<file path="config.mk">
export PLATFORM = sky130hd
export DESIGN_NAME = irq_level_encoder
export DESIGN_NICKNAME = d
export VERILOG_FILES = /design/src/rtl/irq_enc_pkg.sv /design/src/rtl/irq_edge_latch.sv /design/src/rtl/irq_prio_enc.sv /design/src/rtl/irq_gate.sv /design/src/rtl/irq_level_encoder.sv
export SDC_FILE = /design/constraint.sdc
export NUM_CORES = 1
export LEC_CHECK = 0
export ABC_CLOCK_PERIOD_IN_PS = 3690
export CORE_AREA = 2 2 39 41
export CTS_CLUSTER_DIAMETER = 80
export DETAILED_ROUTE_END_ITERATION = 10
export DIE_AREA = 0 0 41 43
export GPL_ROUTABILITY_DRIVEN = 0
export GPL_TIMING_DRIVEN = 0
export PLACE_DENSITY_LB_ADDON = 0.08
export SLEW_MARGIN = 20
export SYNTH_ARGS = -nofsm -noshare
export SYNTH_HDL_FRONTEND = slang
export SYNTH_SLANG_ARGS = --single-unit
export TNS_END_PERCENT = 5
</file>
<file path="constraint.sdc">
create_clock -name clk -period 3.69 [get_ports clk]
set_clock_uncertainty 0.2 [all_clocks]
set_input_delay 0.9225 -clock clk [delete_from_list [all_inputs] [get_ports clk]]
set_output_delay 0.9225 -clock clk [all_outputs]
set_load 0.1 [all_outputs]
</file>
<file path="src/rtl/irq_enc_pkg.sv">
package irq_enc_pkg;
  // width needed to hold a level number 0..n
  function automatic int level_width(input int n);
    return $clog2(n + 1);
  endfunction
endpackage

</file>
<file path="src/rtl/irq_edge_latch.sv">
// Edge-captured request for the top (non-maskable) line.
module irq_edge_latch (
  input  logic clk,
  input  logic rst,
  input  logic line_i,
  input  logic clear_i,
  output logic active_o
);
  logic line_q;
  logic held_q;
  logic rise;

  assign rise     = line_i & ~line_q;
  assign active_o = held_q | rise;

  always_ff @(posedge clk) begin
    if (rst) begin
      line_q <= 1'b0;
      held_q <= 1'b0;
    end else begin
      line_q <= line_i;
      held_q <= active_o & ~clear_i;
    end
  end
endmodule

</file>
<file path="src/rtl/irq_prio_enc.sv">
// Highest-set-line encoder; line numbers start at 1.
module irq_prio_enc #(
  parameter int N = 7,
  parameter int W = 3
) (
  input  logic [N-1:0] req_i,
  output logic [W-1:0] code_o
);
  logic [W-1:0] stage [N+1];

  assign stage[0] = '0;
  for (genvar i = 0; i < N; i++) begin : g_stage
    assign stage[i+1] = req_i[i] ? W'(i + 1) : stage[i];
  end
  assign code_o = stage[N];
endmodule

</file>
<file path="src/rtl/irq_gate.sv">
// Mask comparison, autovector selection and output registers.
module irq_gate #(
  parameter int W     = 3,
  parameter int TOP   = 7,
  parameter int VBASE = 24,
  parameter int VW    = 8
) (
  input  logic          clk,
  input  logic          rst,
  input  logic [W-1:0]  code_i,
  input  logic [W-1:0]  mask_i,
  input  logic          ack_i,
  output logic          pend_now_o,
  output logic [W-1:0]  level_o,
  output logic          pending_o,
  output logic [VW-1:0] vector_o,
  output logic          vector_valid_o
);
  localparam logic [W-1:0]  TOP_CODE = W'(TOP);
  localparam logic [VW-1:0] SPURIOUS = VW'(VBASE);

  assign pend_now_o = (code_i == TOP_CODE) || (code_i > mask_i);

  always_ff @(posedge clk) begin
    if (rst) begin
      level_o        <= '0;
      pending_o      <= 1'b0;
      vector_o       <= '0;
      vector_valid_o <= 1'b0;
    end else begin
      level_o        <= code_i;
      pending_o      <= pend_now_o;
      vector_valid_o <= ack_i;
      if (ack_i) begin
        vector_o <= pend_now_o ? SPURIOUS + VW'(code_i) : SPURIOUS;
      end
    end
  end
endmodule

</file>
<file path="src/rtl/irq_level_encoder.sv">
module irq_level_encoder #(
  parameter int NUM_LEVELS = 7,
  parameter int VEC_BASE   = 24,
  parameter int VEC_W      = 8,
  localparam int LVL_W     = irq_enc_pkg::level_width(NUM_LEVELS)
) (
  input  logic                  clk,
  input  logic                  rst,
  input  logic [NUM_LEVELS-1:0] req_i,
  input  logic [LVL_W-1:0]      mask_i,
  input  logic                  ack_i,
  output logic [LVL_W-1:0]      level_o,
  output logic                  pending_o,
  output logic [VEC_W-1:0]      vector_o,
  output logic                  vector_valid_o
);
  logic                  nmi_active;
  logic                  nmi_clear;
  logic                  pend_now;
  logic [NUM_LEVELS-1:0] eff_req;
  logic [LVL_W-1:0]      code;

  irq_edge_latch u_nmi (
    .clk      (clk),
    .rst      (rst),
    .line_i   (req_i[NUM_LEVELS-1]),
    .clear_i  (nmi_clear),
    .active_o (nmi_active)
  );

  assign eff_req = {nmi_active, req_i[NUM_LEVELS-2:0]};

  irq_prio_enc #(.N(NUM_LEVELS), .W(LVL_W)) u_enc (
    .req_i  (eff_req),
    .code_o (code)
  );

  assign nmi_clear = ack_i && (code == LVL_W'(NUM_LEVELS));

  irq_gate #(.W(LVL_W), .TOP(NUM_LEVELS), .VBASE(VEC_BASE), .VW(VEC_W)) u_gate (
    .clk            (clk),
    .rst            (rst),
    .code_i         (code),
    .mask_i         (mask_i),
    .ack_i          (ack_i),
    .pend_now_o     (pend_now),
    .level_o        (level_o),
    .pending_o      (pending_o),
    .vector_o       (vector_o),
    .vector_valid_o (vector_valid_o)
  );
endmodule

</file>
==> run summary, run 1 <==
The flow ran to the end, and the final reports show no timing, DRC or antenna violations. The number of diodes came out at 0. In this run the core area contains 14 standard-cell rows. The worst relative slew slack came out at 0.357. The worst-case IR drop observed on VDD is 0.000207 V. TritonCTS built the clock tree. For the core occupancy in the finished layout, the log shows 0.561.

The minimum setup slack among reg-to-reg paths came out at 1.55 ns. For this run, design rule violations remaining after detail routing come to 0. The library cells used most frequently in the layout, excluding fill and tap cells, are 21 x clkdlybuf4s50_1, 11 x dfxtp_1, 9 x nor2_1. The count of buffers inserted at the top-level ports is 21. The hold path startpoint was u_gate.vector_o[3].

The reported leakage power was 0.332 nW. The critical path start-end classification was in -> reg. The path class of the lowest-slack min-delay path was reg -> reg. The run gives 0 as the total number of yosys warnings. The first global-routing pass estimated 1600 um of wire.

The clock net in this run drives a total of 11 sinks. For the number of antenna violations at the first check in global routing, the log shows 0. The post-layout net count came out at 103. The slowest stage of the critical path belongs to the cell clkdlybuf4s50_1. The worst setup path is launched from an input port.

The x dimension of the die was 41 um; the area of placed instances was 749 um2. The clock transition at the registers of the reported paths was 0.07 ns; the number of buffers added by the clock tree synthesis step was 3. The post-synthesis sequential element count works out to 11. CTS placed an instance of clkbuf_4 at the clock tree root. The logs give 409 for the via count of the first global-routing pass and 0.430 for the part of the Yosys area used for sequential elements.

In this run the deepest clock path goes through 2 buffers. The tools report the combined area of all synthesized cells as 512 um2. In the synthesized netlist the dominant register cell turns out to be dfxtp_1. Post-route fraction of the period consumed by the critical path: 0.824.

Setup repair after global routing left no endpoint under its margin. Data on the critical path arrives at its endpoint at 3.02 ns. The total count of hold-check failures in the final report is 0, and the global route total overflow is 0. The cell count after synthesis is 59, and the largest net degree at the start of global routing is 11.

The logs give 0.132 for the total routing resource utilization after global routing and 0 for the total of hold buffers inserted after clock tree synthesis. Setup violations remaining at the end of the flow were counted as 0. In this run the critical register-to-register path is captured at u_gate.vector_o[0].

Based on the critical path, the design can be clocked at up to 329 MHz. The startpoint identified for the worst register-to-register timing path is u_nmi.line_q. The logs give 1380 um2 for the core outline area and 0.26 ns for the later-pin clock latency in the skew report.

The async set-or-reset flop fraction in the synthesized netlist is 0, and the maximum level of the CTS H-tree is 1. The tools report the kind of capture point of the worst setup path as a flip-flop. The tools report the count of antenna-violating nets left after detailed routing as 0. The largest single stage delay on the critical path is 0.52 ns. The area added between synthesis and finish came out at 51.8%. The critical path goes through clkdlybuf4s50_1 -> inv_1 -> a221oi_2 -> and2b_2 -> ha_1 -> a31oi_1 -> nand3_1 -> a311oi_1.

Leaving out fill and tap cells, the most frequent cell in the layout is clkdlybuf4s50_1. Summed over all layers, the routed wires come to 957 um. Gates resized during post-CTS repair numbered 0. The number of slew-limit violations in the final report came out at 0. Fraction of layout instances using a drive strength above 1: 0.140. The first TritonRoute pass finished after 3 iterations.

Across the run, the number of max-cap violations was 0. The end of the worst hold path was u_gate.vector_o[3]. Power density over the cells: 450 nW/um2. The setup fix buffers added after clock tree synthesis is 0, and the required time at the worst-slack endpoint is 3.67 ns.

After detailed routing, the average wire length per cell comes to 9.38 um. Averaged over all synthesized cells, the footprint is 8.67 um2. At the pin with the least slew margin, the transition time is 0.962 ns. The number of synthesized flops with an enable pin is 0. The total negative slack for setup checks is 0 ns. The number of DRC markers in iteration 0 was 7; the final design instance area without fill was 777 um2. Dividing the detail-routed via count by the number of cells gives 4.52. The half-perimeter wire length after detailed placement was 791 um; the floorplan die height was 43 um.

For the starting density of the core, the log shows 0.370. Counting I/O delays and the setup requirement, the final critical path takes 3.04 ns. The tools report the unique cell type count in the Yosys netlist as 21. Peak fanout along the critical path: 4. The die covers 1760 um2. During I/O placement, the number of pins put on the boundary was 26. The final route contains 461 vias. The worst hold path passes through 2 cells. Count of cells along the worst register-to-register path: 7.
-- report_power, final --
group          internal (W)  switching (W)
Combinational     0.0000407       0.000101
Clock             0.0000400      0.0000373
Sequential         0.000128     0.00000317
-- per-stage QoR --
stage | hold WS (ns) | power [W] | worst slack, ns | cells
detailed placement | 0.277 | 0.000276 | 0.378 | 98
finish | 0.288 | 0.000350 | 0.649 | 102
global placement | 0.272 | 0.000274 | 0.412 | 98
floorplan | 0.310 | 0.000240 | 1.04 | 61
CTS | 0.287 | 0.000353 | 0.654 | 102
global route | 0.324 | 0.000368 | 0.486 | 102
-- synthesized netlist by cell type, types with 2 or more instances --
cell      count  area [um2]
dfxtp_1      11         220
nor2_1        9        33.8
inv_1         5        18.8
a21oi_1       4        20.0
buf_4         4        30.0
a311oi_1      3        26.3
ha_1          3        37.5
nand2_1       3        11.3
clkbuf_1      2        7.51
nand3b_1      2        15.0
nor2b_1       2        12.5
nor3_1        2        10.0
-- sequential cells by signal (all words and copies together) (netlist names) --
register               count
u_nmi.held_q               1
u_gate.vector_o            4
u_gate.pending_o           1
u_nmi.line_q               1
u_gate.vector_valid_o      1
u_gate.level_o             3
-- final cells by class --
cell class              instances  area [um2]
inverters                       5        18.8
clock inverters                 1        5.00
well taps                      16        20.0
plain buffers                   6        37.5
clock buffers                   3        22.5
fillers                       140         607
multi-input cells              39         243
flip-flops and latches         11         220
repair buffers                 21         210
-- routing by layer --
layer,global-route usage,part of all wire
met1,0.146,0.43
met2,0.222,0.52
met3,0.0314,0.042
met4,0.0600,0.0073
met5,0,0
-- cells by family after synthesis --
logic type      count (synthesis)  synth area share
other cells                     1           0.00733
buf+inv                        11             0.110
compound gates                 11             0.166
flops                          11             0.430
simple gates                   22             0.213
fa+ha+maj                       3            0.0734
-- worst max-delay path: cells and delay by family --
family	cells	cell delay [ns]
and+or+nand+nor	2	0.38
AOI/OAI and AO/OA	3	0.85
adders and majority gates	1	0.27
buffers and inverters	2	0.59
-- worst max path at each step --
stage              from            endpoint  depth (start not counted)
2_1_floorplan  req_i[2]  u_gate.vector_o[0]                          7
3_3_place_gp   req_i[4]  u_gate.vector_o[0]                          8
3_5_place_dp   req_i[4]  u_gate.vector_o[0]                          8
4_1_cts        req_i[4]  u_gate.vector_o[0]                          8
5_1_grt        req_i[2]  u_gate.vector_o[0]                          8
6_report       req_i[4]  u_gate.vector_o[0]                          8
No activity file was read; power rests on OpenSTA's default activity.
==> run 2, diff against run 1 <==
ABC_CLOCK_PERIOD_IN_PS = 2500   (was 3690)
CORE_AREA = not set   (was 2 2 39 41)
CORE_MARGIN = 1.5   (was not set)
CORE_UTILIZATION = 33   (was not set)
DIE_AREA = not set   (was 0 0 41 43)
clock period = 2.5 ns   (was 3.69 ns; I/O delays follow)
==> run 2 against run 1 <==
Against the previous run: global-route usage decreased by 1.4 points; combinational power up 57%; sequential share of layout area shrank 3.0 points; first-iteration DRC count down 57%; register-to-register slack worse by 0.92 ns; final area grew 12%; wire length increased by 5.7%; critical path depth is 1 lower; via count grew 5.2%.
==> run summary, run 2 (synthesis results as in run 1) <==
The final routed wire length divided by cell count came out at 9.64 um (+2.7%). The post-detailed-route via-to-cell ratio is 4.62 (+2.2%), and the post-route fraction of the period consumed by the critical path is 0.972. The run gives 0.368 (+0.0110) as the worst relative slew slack.

The core outline area is 1470 um2 (+6.3%), and the clock transition at the registers of the reported paths is 0.06 ns (about the same). The worst setup path is captured at a flip-flop. The flow ran to the end, and the final reports show no timing, DRC or antenna violations. Via count of the first global-routing pass: 390 (-4.6%). Fraction of layout instances using a drive strength above 1: 0.236 (+0.0964). The largest net degree at the start of global routing was 11 (unchanged). The count of buffering cells on the critical path with inverters included was 1 (-1). The run gives 0 (unchanged) as the DRC violation count after routing.

The count of buffers inserted at the top-level ports was 21 (unchanged). For the worst vdd rail ir drop, the log shows 0.000234 V (+13%). The logs give 0 (unchanged) for the number of setup violations in the final report and 0.420 nW (+27%) for the reported leakage power.

The worst setup path is of the in -> reg kind. The path class of the lowest-slack min-delay path is reg -> reg. Total wirelength of the detailed-routed design: 1010 um (+5.7%).

The number of rows created at floorplan was 14 (unchanged). The area growth from synthesis to layout is 69.7%. The number of diodes was 0 (unchanged); the total routing resource utilization after global routing was 0.118 (-0.0140).

Number of max-cap violations: 0 (unchanged). The critical path goes through clkdlybuf4s50_1 -> a221oi_2 -> and2b_2 -> ha_4 -> a31oi_4 -> nand3_1 -> a311oi_1. The maximum single-stage delay on the critical path is 0.50 ns (-0.02 ns). The tools report the number of antenna violations at the first check in global routing as 0 (unchanged). The number of buffers added by the clock tree synthesis step is 3 (unchanged), and the required time at the worst-slack endpoint is 2.48 ns (-1.19 ns). The logs give 0.590 (+0.0287) for the core occupancy in the finished layout and 1800 um2 (+1.9%) for the full die area.

The final design instance area without fill was 868 um2 (+12%); the number of sinks on the clock net was 11 (unchanged). The x dimension of the die is 42.4 um (+3.4%). Floorplan die height: 42.4 um (-1.4%). TritonCTS built the clock tree. The logs give 485 (+5.2%) for the number of vias after detailed routing and 3 (unchanged) for the length of the first detailed-routing pass in iterations. The cell sitting at the root of the clock tree is a clkbuf_4. The tools report the final-layout worst hold slack as 0.277 ns (-0.0114 ns). Setup repair after global routing left no endpoint under its margin. For the number of slew-limit violations in the final report, the log shows 0 (unchanged).

The top cell types in the final layout, fill and taps aside, are 11 x dlygate4sd2_1, 11 x dfxtp_1, 9 x nor2_1. The peak fanout along the critical path was 4 (unchanged); the total count of hold-check failures in the final report was 0 (unchanged). The power density over the cells works out to 615 nW/um2 (+37%).

The area used by multi-input combinational logic was 317 um2 (+30%); the maximum buffer depth of the clock tree was 2 (unchanged). The arrival time at the worst endpoint came out at 2.41 ns (-0.61 ns). Counting flops per register, the top entry is u_gate.vector_o. The cell family contributing the most delay on the critical path is compound AO/OA/AOI/OAI gates.

The global-route wire length before repair is 1550 um (-3.0%), and the area used by sequential logic in the layout is 220 um2 (unchanged). The run gives 0.27 ns (about the same) as the later-pin clock latency in the skew report. For the number of DRC markers in iteration 0, the log shows 3 (-4).

The clock period could shrink to 2.43 ns. Based on the critical path, the design can be clocked at up to 412 MHz. The run gives 0 (unchanged) as the global route total overflow. The half-perimeter wire length after detailed placement came out at 732 um (-7.4%). The logs give 106 (+2.9%) for the post-layout net count and 0.000534 W (+53%) for the power after layout. Critical-path cell with the highest stage delay: clkdlybuf4s50_1.

The worst setup path is launched from an input port. In the final layout, the registers with the most flip-flops are u_gate.vector_o: 4 flops, u_gate.level_o: 3 flops. The slew at the pin closest to its max-slew limit came out at 0.952 ns (-0.00966 ns). Starting density of the core: 0.348 (-0.0220). The area of placed instances is 749 um2 (unchanged).

The tools report the maximum level of the CTS H-tree as 1 (unchanged). The run gives 150 (+7.1%) as the number of filler cells placed in the layout. The total negative slack for setup checks is 0 ns (unchanged). The tools report the count of antenna-violating nets left after detailed routing as 0 (unchanged). The tools report the top-level port count as 26 (unchanged). The flip-flop count of the largest register, all copies and words added works out to 4 (unchanged).
## run 2: changes by cell type in the layout (fill, tap and decap cells not counted), moves of 2 or more
cell / previous run / this run
dlymetal6s2s_1: 0 / 4
ha_1: 3 / 1
a21oi_4: 0 / 2
dlygate4sd2_1: 0 / 11
ha_4: 0 / 2
clkdlybuf4s50_1: 21 / 6
buf_4: 4 / 7
## run 2: path summary, 6_finish.rpt
check / from / endpoint / slack [ns] / cells past startpoint
setup / recovery: req_i[5] / u_gate.vector_o[0] / 0.07 / 7
hold / removal: u_gate.vector_o[3] / u_gate.vector_o[3] / 0.28 / 2
setup reg to reg: u_nmi.line_q / u_gate.vector_o[0] / 0.63 / 8
hold reg to reg: u_gate.vector_o[3] / u_gate.vector_o[3] / 0.28 / 2
## run 2: tightest hold or removal path, cell delays in order (launching register included)
cell and delay, ns:
dfxtp_1 0.32, nor2_1 0.08, nor2_1 0.04
## run 2: report_power, final
| part | switching (W) | leakage, nW | total [W] | internal [W] |
|---|---|---|---|---|
| Clock | 0.0000565 | 0.0150 | 0.000118 | 0.0000618 |
| Combinational | 0.000159 | 0.314 | 0.000223 | 0.0000643 |
| Sequential | 0.00000441 | 0.0919 | 0.000193 | 0.000188 |
## run 2: final cells by class
cell class	count	area share
tap	16	0.0231
buffer	6	0.0432
inverter	5	0.0216
clock buffer	4	0.0303
timing repair buffer	24	0.264
sequential	11	0.254
multi-input combinational	39	0.365
## run 2: metal layers
layer,GRT usage,vias to the layer above,routed length (um)
met5,0,-,0
li1,-,251,-
met3,0.0259,5,70
met2,0.166,22,437
met4,0.113,0,40
met1,0.144,207,462
## run 2: repair_timing
| item | 4_1_cts | 5_1_grt |
|---|---|---|
| hold buffers | 0 | 0 |
| pin swaps | 1 | 8 |
| buffers inserted | 0 | 3 |
| setup endpoints to repair | 14 | 3 |
| resized for setup | 18 | 7 |
## run 2: stage by stage
stage               setup WS, ns  instances
detailed placement        -0.504         98
global placement          -0.480         98
floorplan                  0.146         61
global route              0.0124        105
CTS                      0.00669        102
finish                    0.0708        105
